**config.mk**
```make
export PLATFORM = sky130hd
export DESIGN_NAME = mpu_bus_if
export DESIGN_NICKNAME = d
export VERILOG_FILES = /design/src/rtl/mbi_pkg.sv /design/src/rtl/mbi_sync_pipe.sv /design/src/rtl/mbi_access_dec.sv /design/src/rtl/mbi_holder.sv /design/src/rtl/mpu_bus_if.sv
export SDC_FILE = /design/constraint.sdc
export NUM_CORES = 1
export LEC_CHECK = 0
export BUFFER_PORTS_ARGS = -buffer_cell sky130_fd_sc_hd__buf_2
export CAP_MARGIN = 10
export CELL_PAD_IN_SITES_DETAIL_PLACEMENT = 1
export CELL_PAD_IN_SITES_GLOBAL_PLACEMENT = 2
export CORE_ASPECT_RATIO = 0.5
export CORE_MARGIN = 2
export CORE_UTILIZATION = 39
export CTS_CLUSTER_DIAMETER = 100
export DETAILED_ROUTE_END_ITERATION = 10
export PLACE_DENSITY_LB_ADDON = 0.1
export RECOVER_POWER = 50
export SLEW_MARGIN = 20
export SYNTH_ARGS = -nofsm -noshare
export SYNTH_HDL_FRONTEND = slang
export SYNTH_SLANG_ARGS = --single-unit
```
**constraint.sdc**
```tcl
create_clock -name clk -period 4.3 [get_ports clk]
set_input_delay 0.86 -clock clk [delete_from_list [all_inputs] [get_ports clk]]
set_output_delay 0.86 -clock clk [all_outputs]
set_load 0.02 [all_outputs]
```
**src/rtl/mbi_pkg.sv**
```systemverilog
`timescale 1ns/1ps
package mbi_pkg;
  localparam int BYTE_W = 8;
  typedef logic [BYTE_W-1:0] byte_t;

  typedef struct packed {
    logic dwr;
    logic iwr;
    logic drd;
    logic srd;
  } acc_t;

  function automatic logic f_cs_ok(input logic c1n, input logic c2);
    return ~c1n & c2;
  endfunction

  // host bus is driven by the block during a read strobe
  function automatic logic f_read_drive(input logic m68, input logic a, input logic b);
    return m68 ? (a & b) : ~a;
  endfunction

  function automatic byte_t f_status(input logic busy);
    return {busy, {(BYTE_W-1){1'b0}}};
  endfunction

  function automatic logic f_rd_done(input logic m68, input logic a_prv,
                                     input logic a_cur, input logic b_cur);
    return m68 ? (a_prv & ~a_cur & b_cur) : (~a_prv & a_cur);
  endfunction

  function automatic logic f_wr_done(input logic m68, input logic a_prv, input logic a_cur,
                                     input logic b_prv, input logic b_cur);
    return m68 ? (a_prv & ~a_cur & ~b_cur) : (~b_prv & b_cur);
  endfunction
endpackage

```
**src/rtl/mbi_sync_pipe.sv**
```systemverilog
`timescale 1ns/1ps
module mbi_sync_pipe #(
  parameter int W      = 1,
  parameter int STAGES = 2
) (
  input  logic         clk,
  input  logic         rst_n,
  input  logic [W-1:0] d,
  output logic [W-1:0] q
);
  logic [W-1:0] stg [STAGES];

  for (genvar i = 0; i < STAGES; i++) begin : g_stg
    if (i == 0) begin : g_first
      always_ff @(posedge clk or negedge rst_n) begin
        if (!rst_n) stg[i] <= '0;
        else        stg[i] <= d;
      end
    end else begin : g_next
      always_ff @(posedge clk or negedge rst_n) begin
        if (!rst_n) stg[i] <= '0;
        else        stg[i] <= stg[i-1];
      end
    end
  end

  assign q = stg[STAGES-1];
endmodule

```
**src/rtl/mbi_access_dec.sv**
```systemverilog
`timescale 1ns/1ps
module mbi_access_dec
  import mbi_pkg::*;
(
  input  logic mode68,
  input  logic cs_cur,
  input  logic cs_prv,
  input  logic rs_cur,
  input  logic a_cur,
  input  logic a_prv,
  input  logic b_cur,
  input  logic b_prv,
  input  logic busy,
  output acc_t acc
);
  logic sel, rd_w, wr_w;

  always_comb begin
    sel  = cs_cur & cs_prv;
    wr_w = sel & f_wr_done(mode68, a_prv, a_cur, b_prv, b_cur);
    rd_w = sel & f_rd_done(mode68, a_prv, a_cur, b_cur) & ~wr_w;
    acc.dwr = wr_w &  rs_cur & ~busy;
    acc.iwr = wr_w & ~rs_cur & ~busy;
    acc.drd = rd_w &  rs_cur & ~busy;
    acc.srd = rd_w & ~rs_cur;
  end
endmodule

```
**src/rtl/mbi_holder.sv**
```systemverilog
`timescale 1ns/1ps
module mbi_holder
  import mbi_pkg::*;
#(
  parameter int BUSY_CYCLES = 24
) (
  input  logic  clk,
  input  logic  rst_n,
  input  acc_t  acc,
  input  byte_t wbyte,
  input  byte_t ram_rdata,
  output logic  ram_we,
  output logic  ram_re,
  output byte_t ram_wdata,
  output logic  instr_wr,
  output byte_t instr_data,
  output byte_t holder,
  output logic  busy
);
  localparam int CW = $clog2(BUSY_CYCLES + 1);

  logic [CW-1:0] busy_cnt;
  logic          ld_pend;

  always_ff @(posedge clk or negedge rst_n) begin
    if (!rst_n) begin
      ram_we     <= 1'b0;
      ram_re     <= 1'b0;
      instr_wr   <= 1'b0;
      ram_wdata  <= '0;
      instr_data <= '0;
      ld_pend    <= 1'b0;
      holder     <= '0;
    end else begin
      ram_we   <= acc.dwr;
      ram_re   <= acc.drd;
      instr_wr <= acc.iwr;
      ld_pend  <= ram_re;
      if (acc.dwr) begin
        ram_wdata <= wbyte;
        holder    <= wbyte;
      end else if (ld_pend) begin
        holder <= ram_rdata;
      end
      if (acc.iwr) instr_data <= wbyte;
    end
  end

  always_ff @(posedge clk or negedge rst_n) begin
    if (!rst_n)                busy_cnt <= '0;
    else if (acc.iwr)          busy_cnt <= CW'(BUSY_CYCLES);
    else if (busy_cnt != '0)   busy_cnt <= busy_cnt - 1'b1;
  end
  assign busy = (busy_cnt != '0);

  p_pulse_once_r9: assert property (@(posedge clk) disable iff (!rst_n)
    (ram_we || ram_re || instr_wr) |=> !($past(ram_we) && ram_we) && !($past(ram_re) && ram_re)
                                        && !($past(instr_wr) && instr_wr));
  p_busy_blocks_r8: assert property (@(posedge clk) disable iff (!rst_n)
    $past(busy) |-> !(ram_we || ram_re || instr_wr));
  p_busy_after_instr_r8: assert property (@(posedge clk) disable iff (!rst_n)
    instr_wr |-> busy);
  p_holder_reload_r6: assert property (@(posedge clk) disable iff (!rst_n)
    ram_re |-> ##2 (holder == $past(ram_rdata)));
  p_status_quiet_r7: assert property (@(posedge clk) disable iff (!rst_n)
    acc.srd |=> !ram_re);
endmodule

```
**src/rtl/mpu_bus_if.sv**
```systemverilog
`timescale 1ns/1ps
module mpu_bus_if
  import mbi_pkg::*;
#(
  parameter int SYNC_STAGES = 2,
  parameter int BUSY_CYCLES = 24
) (
  input  logic              clk,
  input  logic              rst_n,
  input  logic              cs1_n,
  input  logic              cs2,
  input  logic              mode68,
  input  logic              rs,
  input  logic              strb_a,
  input  logic              strb_b,
  input  logic [BYTE_W-1:0] db_in,
  output logic [BYTE_W-1:0] db_out,
  output logic              db_oe,
  output logic              ram_we,
  output logic              ram_re,
  output logic [BYTE_W-1:0] ram_wdata,
  input  logic [BYTE_W-1:0] ram_rdata,
  output logic              instr_wr,
  output logic [BYTE_W-1:0] instr_data
);
  localparam int CTL_W = 3;
  localparam int DAT_W = BYTE_W + 1;

  logic             cs_ok;
  logic [CTL_W-1:0] ctl_cur, ctl_prv;
  logic [DAT_W-1:0] dat_cur;
  acc_t             acc;
  byte_t            holder;
  logic             busy;

  assign cs_ok = f_cs_ok(cs1_n, cs2);

  mbi_sync_pipe #(.W(CTL_W), .STAGES(SYNC_STAGES)) u_ctl_sync (
    .clk(clk), .rst_n(rst_n), .d({cs_ok, strb_a, strb_b}), .q(ctl_cur));

  mbi_sync_pipe #(.W(DAT_W), .STAGES(SYNC_STAGES)) u_dat_sync (
    .clk(clk), .rst_n(rst_n), .d({rs, db_in}), .q(dat_cur));

  always_ff @(posedge clk or negedge rst_n) begin
    if (!rst_n) ctl_prv <= '0;
    else        ctl_prv <= ctl_cur;
  end

  mbi_access_dec u_dec (
    .mode68(mode68),
    .cs_cur(ctl_cur[2]), .cs_prv(ctl_prv[2]),
    .rs_cur(dat_cur[BYTE_W]),
    .a_cur(ctl_cur[1]), .a_prv(ctl_prv[1]),
    .b_cur(ctl_cur[0]), .b_prv(ctl_prv[0]),
    .busy(busy),
    .acc(acc));

  mbi_holder #(.BUSY_CYCLES(BUSY_CYCLES)) u_hold (
    .clk(clk), .rst_n(rst_n), .acc(acc), .wbyte(dat_cur[BYTE_W-1:0]),
    .ram_rdata(ram_rdata), .ram_we(ram_we), .ram_re(ram_re), .ram_wdata(ram_wdata),
    .instr_wr(instr_wr), .instr_data(instr_data), .holder(holder), .busy(busy));

  always_comb begin
    db_oe  = cs_ok & f_read_drive(mode68, strb_a, strb_b);
    db_out = '0;
    if (db_oe) db_out = rs ? holder : f_status(busy);
  end
endmodule

```
# Yosys cells after proc, flatten, opt, wreduce, memory -nomap -nowiden
# Index checks and enable logic that the tools add are counted.
# W data, S select, Z words.
dict set report totals {
  elab_cells 53
  latch_bits 0
  ram_bits 0
  memories 0
  register_bits 60
  romBits 0
}
dict set report op_classes {
  div_mod_pow 0
  shift 0
  n_mux 9
  eq_ne 0
  n_bitwise 27
  addsub 1
  n_reduce_logical 3
  n_mul 0
  order_cmp 0
}
# cell n
set op_table {}
lappend op_table {{$mux W8} 4}
lappend op_table {{$and A1 B1 Y1} 18}
lappend op_table {{$mux W5} 2}
lappend op_table {{$not A1 Y1} 9}
lappend op_table {{$reduce_bool A5 Y1} 1}
lappend op_table {{$sub A5 B1 Y5 const B} 1}
lappend op_table {{$reduce_bool A2 Y1} 2}
lappend op_table {{$mux W1} 3}

# Longest topological paths before layout
# Gate-level depths: netlist of run 1.
dict set report logic_depth {
  ltp_word 9
  ltp_mapped 6
  mapped_depth_nobuf 5
}

# Cells and area by module
# From an unflattened synthesis of run 1, not the netlist that was laid out.
dict set report hier_totals {
  cells_unflattened 179
  hier_area_um2 2312.2
}
# module area_per_inst_um2 n_inst cells_each seq_area_each_um2
set by_module_without_submodules {}
lappend by_module_without_submodules {mbi_holder 1278.7 1 104 825.8}
lappend by_module_without_submodules {{mbi_sync_pipe (u_dat_sync)} 518.0 1 27 450.4}
lappend by_module_without_submodules {mpu_bus_if 264.0 1 27 75.1}
lappend by_module_without_submodules {{mbi_sync_pipe (u_ctl_sync)} 172.7 1 9 150.1}
lappend by_module_without_submodules {mbi_access_dec 78.8 1 12 0.0}

# Worst setup path after synthesis of run 1
# OpenSTA, ideal clock, no wires.
dict set report synth_path {
  path_type {input to output}
  from {in strb_a}
  to {out db_out[7]}
  stages 3
  t_arrival_ns 1.890
  path_buffers 0
  required_ns 3.440
  slack_ns 1.550
  cell_sequence {or2_2 -> a21oi_1 -> o211a_1}
}
dict set report synth_between {
  elab_chain_len 4
}
# item line
set synth_lines {}
lappend synth_lines {{start: declaration} mpu_bus_if.sv:14} ;# input logic strb_a,
lappend synth_lines {{$and A1 B1 Y1 / $not A1 Y1 (equally long branches)} mbi_pkg.sv:19} ;# return m68 ? (a & b) : ~a;
lappend synth_lines {{$mux W1 *} mbi_pkg.sv:19}
lappend synth_lines {{$and A1 B1 Y1 *} mpu_bus_if.sv:64} ;# db_oe = cs_ok & f_read_drive(mode68, strb_a, strb_b);
lappend synth_lines {{named net db_oe} mpu_bus_if.sv:18} ;# output logic db_oe,
lappend synth_lines {{$mux W8 *} mpu_bus_if.sv:66} ;# if (db_oe) db_out = rs ? holder : f_status(busy);
lappend synth_lines {{end: declaration} mpu_bus_if.sv:17} ;# output logic [BYTE_W-1:0] db_out,
# Mark *: on every way through the listed nets, which the timed path passes. The rest lies on a longest branch.

# Final worst setup path of run 1
dict set report layout_path {
  from {in mode68}
  to {out db_out[6]}
}
dict set report layout_between {
  elab_chain_len 3
}
# item line
set layout_lines {}
lappend layout_lines {{start: declaration} mpu_bus_if.sv:12} ;# input logic mode68,
lappend layout_lines {{$mux W1} mbi_pkg.sv:19}
lappend layout_lines {{$and A1 B1 Y1} mpu_bus_if.sv:64}
lappend layout_lines {{$mux W8} mpu_bus_if.sv:66}
# No other way between the ends.

==> results of run 1 <==
-- flip-flops by register name, summed over array words and instances (netlist names) --
| signal | count |
|---|---|
| u_hold.ld_pend | 1 |
| u_hold.ram_re | 1 |
| u_dat_sync.q | 9 |
| u_hold.busy_cnt | 5 |
| u_ctl_sync.stg | 3 |
| ctl_prv | 3 |
| u_ctl_sync.q | 3 |
| u_hold.holder | 8 |
| u_dat_sync.stg | 9 |
| u_hold.ram_wdata | 8 |
| u_hold.instr_data | 8 |
| u_hold.instr_wr | 1 |
| u_hold.ram_we | 1 |
-- logic make-up (layout without fill, tap and decap cells) --
group / count (synthesis) / after routing / synth area share, %
buf+inv: 11 / 77 / 2.333
simple gates: 27 / 27 / 7.889
mux: 33 / 33 / 18.00
flops: 60 / 60 / 66.67
compound gates: 12 / 12 / 4.556
fa+ha+maj: 1 / 1 / 0.5555
-- per-stage QoR --
step / worst slack (ns) / power, uW / cell area, um2 / hold WS [ns]
2_1_floorplan: 1.550 / 743.3 / 2252 / 0.3312
3_3_place_gp: 1.438 / 788.8 / 2591 / 0.3326
3_5_place_dp: 1.419 / 801.2 / 2591 / 0.3363
4_1_cts: 1.396 / 1643 / 2942 / 0.3481
5_1_grt: 1.361 / 1695 / 2937 / 0.3545
6_report: 1.418 / 1620 / 2937 / 0.3460
-- layer usage --
| layer | vias to the layer above | global-route usage, % | wire length, um |
|---|---|---|---|
| met1 | 693 | 19.42 | 1945 |
| met5 | - | 0 | 0 |
| met2 | 27 | 24.83 | 2221 |
| met3 | 8 | 8.577 | 284 |
| met4 | 0 | 5.291 | 57 |
| li1 | 624 | - | - |
-- cell usage in the layout (no fill, tap or decap), types with 2 or more instances in the layout --
cell type	count
a21oi_1	2
clkbuf_1	4
nand3_1	2
buf_2	47
buf_4	2
nand2b_1	2
nand2_1	5
mux2_4	9
dfrtp_1	60
o211ai_1	2
clkbuf_16	9
inv_1	8
bufinv_16	3
mux2_2	24
and2_1	7
or2_2	2
nor2_1	2
-- final timing paths --
kind | slack [ns] | depth (start not counted) | start | end
setup reg to reg | 2.14 | 5 | u_hold.busy_cnt[0]$_DFFE_PN0P_ | u_hold.instr_data[4]$_DFFE_PN0P_
hold reg to reg | 0.35 | 0 | u_dat_sync.stg[12]$_DFF_PN0_ | u_dat_sync.q[3]$_DFF_PN0_
hold / removal | 0.35 | 0 | u_dat_sync.stg[12]$_DFF_PN0_ | u_dat_sync.q[3]$_DFF_PN0_
max in group asynchronous | 2.29 | 2 | rst_n | u_dat_sync.stg[17]$_DFF_PN0_
setup / recovery | 1.42 | 6 | mode68 | db_out[6]
min in group asynchronous | 0.87 | 1 | rst_n | u_dat_sync.stg[12]$_DFF_PN0_
-- power groups by stage --
stage	Sequential, uW	Clock, uW	Combinational, uW
4_1_cts	645	850	147
3_5_place_dp	655	0	147
3_3_place_gp	651	0	138
5_1_grt	651	881	163
2_1_floorplan	651	0	92.2
6_report	644	831	144
-- cell type report --
type                    instances  area [um2]  share of cell area (%)
flip-flops and latches         60        1501                   51.13
multi-input cells              73       698.2                   23.78
clock inverters                 6       111.4                   3.792
clock buffers                  10       239.0                   8.138
repair buffers                 53       265.3                   9.033
inverters                       8       30.03                   1.023
well taps                      73       91.34                   3.110
==> results.txt, run 1 <==
worst path buffer plus inverter count -> 3
vias per inst -> 4.777
first-pass GRT wire length -> 7438 um
status -> finished, final reports clean
PwrDens -> 551.6 nW/um2
io pins -> 52
Finished Layout Cells -> 283
number of flops mapped to enable cells by yosys -> 0
antenna-violating nets left -> 0
Cell Chain, Critical Path -> buf_2 -> or2_2 -> a211oi_1 -> buf_4 -> and2_1 -> buf_2
combinational power share -> 8.9%
DP Cell Count -> 267
vias in the first global route -> 1454
Rows -> 19
Yosys top cell area share -> 66.67%
hold-fix buffers at CTS -> 0
Worst EP arrival -> 2.02 ns
CP most frequent cell -> buf_2
filler instances -> 565
register bit total from synthesis -> 60
cell-internal power -> 1259 uW
Crit Path Category -> input pin to output port
Area contributors post-synth -> dfrtp_1 (67%), mux2_2 (12%), mux2_4 (6.0%), and2_1 (1.9%), inv_1 (1.3%)
post-synth top area cell -> dfrtp_1
Clock Power Share -> 51.3%
initial antenna violation count -> 0
Async S/R FF share, synth -> 100.0%
Pleak -> 0.001567 uW
Slew @ Worst Pin -> 1.460 ns
area grow syn2layout -> 30.39%
starting density of the core -> 40.83%
Startpoint Class -> input pin
RSZ-0062 raised after global routing -> no
register area share after synthesis -> 66.67%
DIE HEIGHT -> 57.74 um
Psw -> 360.8 uW
Fmax achieved -> 346.9 MHz
Sequential Power Share -> 39.8%
Mapped Avg Cell Area -> 15.64 um2
most common cell in the netlist -> dfrtp_1
share of layout cells above drive strength 1 -> 49.52%
top_reg_cell synth -> dfrtp_1
drt initial violations -> 44
Clock Sinks -> 60
Tightest Hold Check Type -> flop to flop
post_cts resized -> 0
Net count, final -> 230
fin crit period -> 2.882 ns
Num CTS Buffers -> 9
Req. time, crit path -> 3.44 ns
diode count -> 0
Final Hold Viols -> 0
GRT Resource Usage Total -> 15.95%
vias -> 1352
Routed WL -> 4509 um
core area -> 5515 um2
clk buf depth -> 2
Max-slew headroom -> 2.698%
Syn Std Cell Area -> 2252 um2
Post-Synthesis Cells -> 144
Die X -> 111.5 um
Post-DP HPWL -> 3009 um
clock transition at the registers of the reported paths -> 0.05 ns
slowest CP cell -> or2_2
total iterations of the first detailed-routing run -> 4
CP max FO -> 7
pin count of the biggest net entering global routing -> 33
Root Buffer -> clkbuf_16
fin crit share -> 67.03%
Worst Clk Skew -> 0.006768 ns
post-layout util -> 53.24%
port bufs -> 51
clock latency on the worst-skew pair -> 0.33 ns
post-CTS setup buffer count -> 0
global route overflow -> 0
Netlist cell types -> 31
CP Capture Type -> output port
GPL Wtd Cong -> 0.6633
CP top delay family -> buffers and inverters
CTS tree -> built
synth cell count leaders -> dfrtp_1 (60), mux2_2 (24), mux2_4 (9)
syn nets -> 169
max-cap violations -> 0
total negative setup slack -> 0 ns
worst vdd ir -> 0.2694 mV
max incr delay on CP -> 0.29 ns
max-slew violation count -> 0
Synthesis Warnings -> 0
DRC viols -> 0
switch share -> 22.27%
routed len/inst -> 15.93 um
full die area -> 6436 um2
Setup-failing EPs final -> 0
H-tree depth -> 3
No activity file was read; power rests on OpenSTA's default activity.
==> run 2: changes to the inputs <==
--- a/config.mk
+++ b/config.mk
@@ -11,7 +11,7 @@
 export CELL_PAD_IN_SITES_GLOBAL_PLACEMENT = 2
 export CORE_ASPECT_RATIO = 0.5
 export CORE_MARGIN = 2
-export CORE_UTILIZATION = 39
+export CORE_UTILIZATION = 36
 export CTS_CLUSTER_DIAMETER = 100
 export DETAILED_ROUTE_END_ITERATION = 10
 export PLACE_DENSITY_LB_ADDON = 0.1
==> constraint.sdc (replaced) <==
create_clock -name clk -period 2.8 [get_ports clk]
set_input_delay 0.56 -clock clk [delete_from_list [all_inputs] [get_ports clk]]
set_output_delay 0.56 -clock clk [all_outputs]
set_load 0.02 [all_outputs]
==> results.txt, run 2 (synthesized netlist as in run 1, its figures left out) <==
DP Worst Slack -> 0.5254 ns (-0.8936 ns)
post-route cell area -> 2965 um2 (+0.98%)
total iterations of the first detailed-routing run -> 4 (unchanged)
core area -> 6056 um2 (+9.8%)
GRT Resource Usage Total -> 14.94% (-1.0 points)
Net count, final -> 231 (+0.43%)
max incr delay on CP -> 0.29 ns (about the same)
area grow syn2layout -> 31.67%
commonest non-fill, non-tap cell in the layout -> dfrtp_1
filler instances -> 647 (+15%)
worst vdd ir -> 0.4276 mV (+59%)
H-tree depth -> 3 (unchanged)
Worst EP arrival -> 1.70 ns (-0.32 ns)
share of layout cells above drive strength 1 -> 50.71% (+1.2 points)
first-pass GRT wire length -> 7327 um (-1.5%)
CP most frequent cell -> buf_2
met3 routed WL -> 283 um (-0.35%)
io pins -> 52 (unchanged)
worst path buffer plus inverter count -> 3 (unchanged)
diode count -> 0 (unchanged)
antenna-violating nets left -> 0 (unchanged)
Tightest Hold Check Type -> flop to flop
max-slew violation count -> 0 (unchanged)
GPL Wtd Cong -> 0.6505 (-1.9%)
most frequent cells in the layout -> dfrtp_1 (60), buf_2 (50), mux2_2 (24)
Slew @ Worst Pin -> 1.437 ns (-0.02209 ns)
Finished Layout Cells -> 299 (+5.7%)
Setup-failing EPs final -> 0 (unchanged)
total negative setup slack -> 0 ns (unchanged)
CP max FO -> 7 (unchanged)
DP Cell Count -> 283 (+6.0%)
full die area -> 6943 um2 (+7.9%)
starting density of the core -> 37.19% (-3.6 points)
Fmax achieved -> 442.4 MHz
PwrDens -> 838.8 nW/um2 (+52%)
DRC viols -> 0 (unchanged)
Clock Sinks -> 60 (unchanged)
Cell Chain, Critical Path -> buf_2 -> or2_2 -> a211oi_1 -> buf_4 -> and2_1 -> buf_2
clock transition at the registers of the reported paths -> 0.05 ns (about the same)
fin crit share -> 80.73%
Die X -> 115.9 um (+3.9%)
slowest CP cell -> or2_2
post-CTS setup buffer count -> 0 (unchanged)
port bufs -> 51 (unchanged)
vias -> 1326 (-1.9%)
vias per inst -> 4.435 (-7.2%)
initial antenna violation count -> 0 (unchanged)
Root Buffer -> clkbuf_16
clk buf depth -> 2 (unchanged)
Sequential cell area -> 1501 um2 (unchanged)
Pleak -> 0.001584 uW (+1.1%)
clock latency on the worst-skew pair -> 0.31 ns (-0.02 ns)
Placed Area -> 2618 um2 (+1.0%)
Top Metal Used -> met4
Worst Clk Skew -> 0.005921 ns (-0.0008469 ns)
CTS tree -> built
Metal-1 WL -> 1892 um (-2.7%)
Post-DP HPWL -> 2816 um (-6.4%)
max-cap violations -> 0 (unchanged)
Worst Hold Slack -> 0.3424 ns (-0.003532 ns)
Crit Path Category -> input pin to output port
CP Capture Type -> output port
Num CTS Buffers -> 9 (unchanged)
global route overflow -> 0 (unchanged)
pin count of the biggest net entering global routing -> 61 (+85%)
Max-slew headroom -> 4.171% (+1.5 points)
hold-fix buffers at CTS -> 0 (unchanged)
Final Hold Viols -> 0 (unchanged)
Routed WL -> 4294 um (-4.8%)
met2 wire len -> 2066 um (-7.0%)
Multi-input gate area -> 698.2 um2 (unchanged)
routed len/inst -> 14.36 um (-9.9%)
Startpoint Class -> input pin
fin crit period -> 2.260 ns
vias in the first global route -> 1416 (-2.6%)
post_cts resized -> 0 (unchanged)
DIE HEIGHT -> 59.93 um (+3.8%)
Rows -> 20 (+1)
Req. time, crit path -> 2.24 ns (-1.20 ns)
status -> finished, final reports clean
RSZ-0062 raised after global routing -> no
CP top delay family -> buffers and inverters
post-route setup slack -> 0.5396 ns (-0.8781 ns)
drt initial violations -> 43 (-2.3%)
==> run 2: cell count changes in the layout (fill, tap and decap cells not counted), sizes merged <==
cell      before  now
clkinv         2    1
clkinvlp       1    0
buf           49   52
==> run 2: cell type report <==
type                    instances  share of cell area (%)
multi-input cells              73                   23.54
inverters                       8                   1.013
well taps                      88                   3.713
flip-flops and latches         60                   50.63
clock buffers                  12                   8.650
repair buffers                 54                   9.241
clock inverters                 4                   3.207
==> run 2: metrics by stage <==
step	total power, uW	utilization [%]
3_3_place_gp	1221	43.22
3_5_place_dp	1237	43.22
5_1_grt	2623	48.97
4_1_cts	2524	49.03
6_report	2487	48.97
2_1_floorplan	1141	-
==> run 2: worst paths after layout <==
path	from	to	slack, ns	depth (start not counted)
setup / recovery	mode68	db_out[4]	0.54	6
hold / removal	u_ctl_sync.stg[3]$_DFF_PN0_	u_ctl_sync.q[0]$_DFF_PN0_	0.34	0
setup reg to reg	u_ctl_sync.q[0]$_DFF_PN0_	u_hold.holder[3]$_DFFE_PN0P_	0.92	3
hold reg to reg	u_ctl_sync.stg[3]$_DFF_PN0_	u_ctl_sync.q[0]$_DFF_PN0_	0.34	0
max in group asynchronous	rst_n	u_hold.holder[0]$_DFFE_PN0P_	1.26	2
min in group asynchronous	rst_n	u_hold.ram_we$_DFF_PN0_	0.67	2
==> run 2: metal layers <==
layer,vias up,track usage [%]
li1,624,-
met1,666,18.80
met2,30,22.89
met3,6,6.897
met4,0,5.612
met5,-,0
==> run 2: report_power, final <==
part	switching, uW	internal, uW
Combinational	117	113
Sequential	52.0	936
Clock	354	915
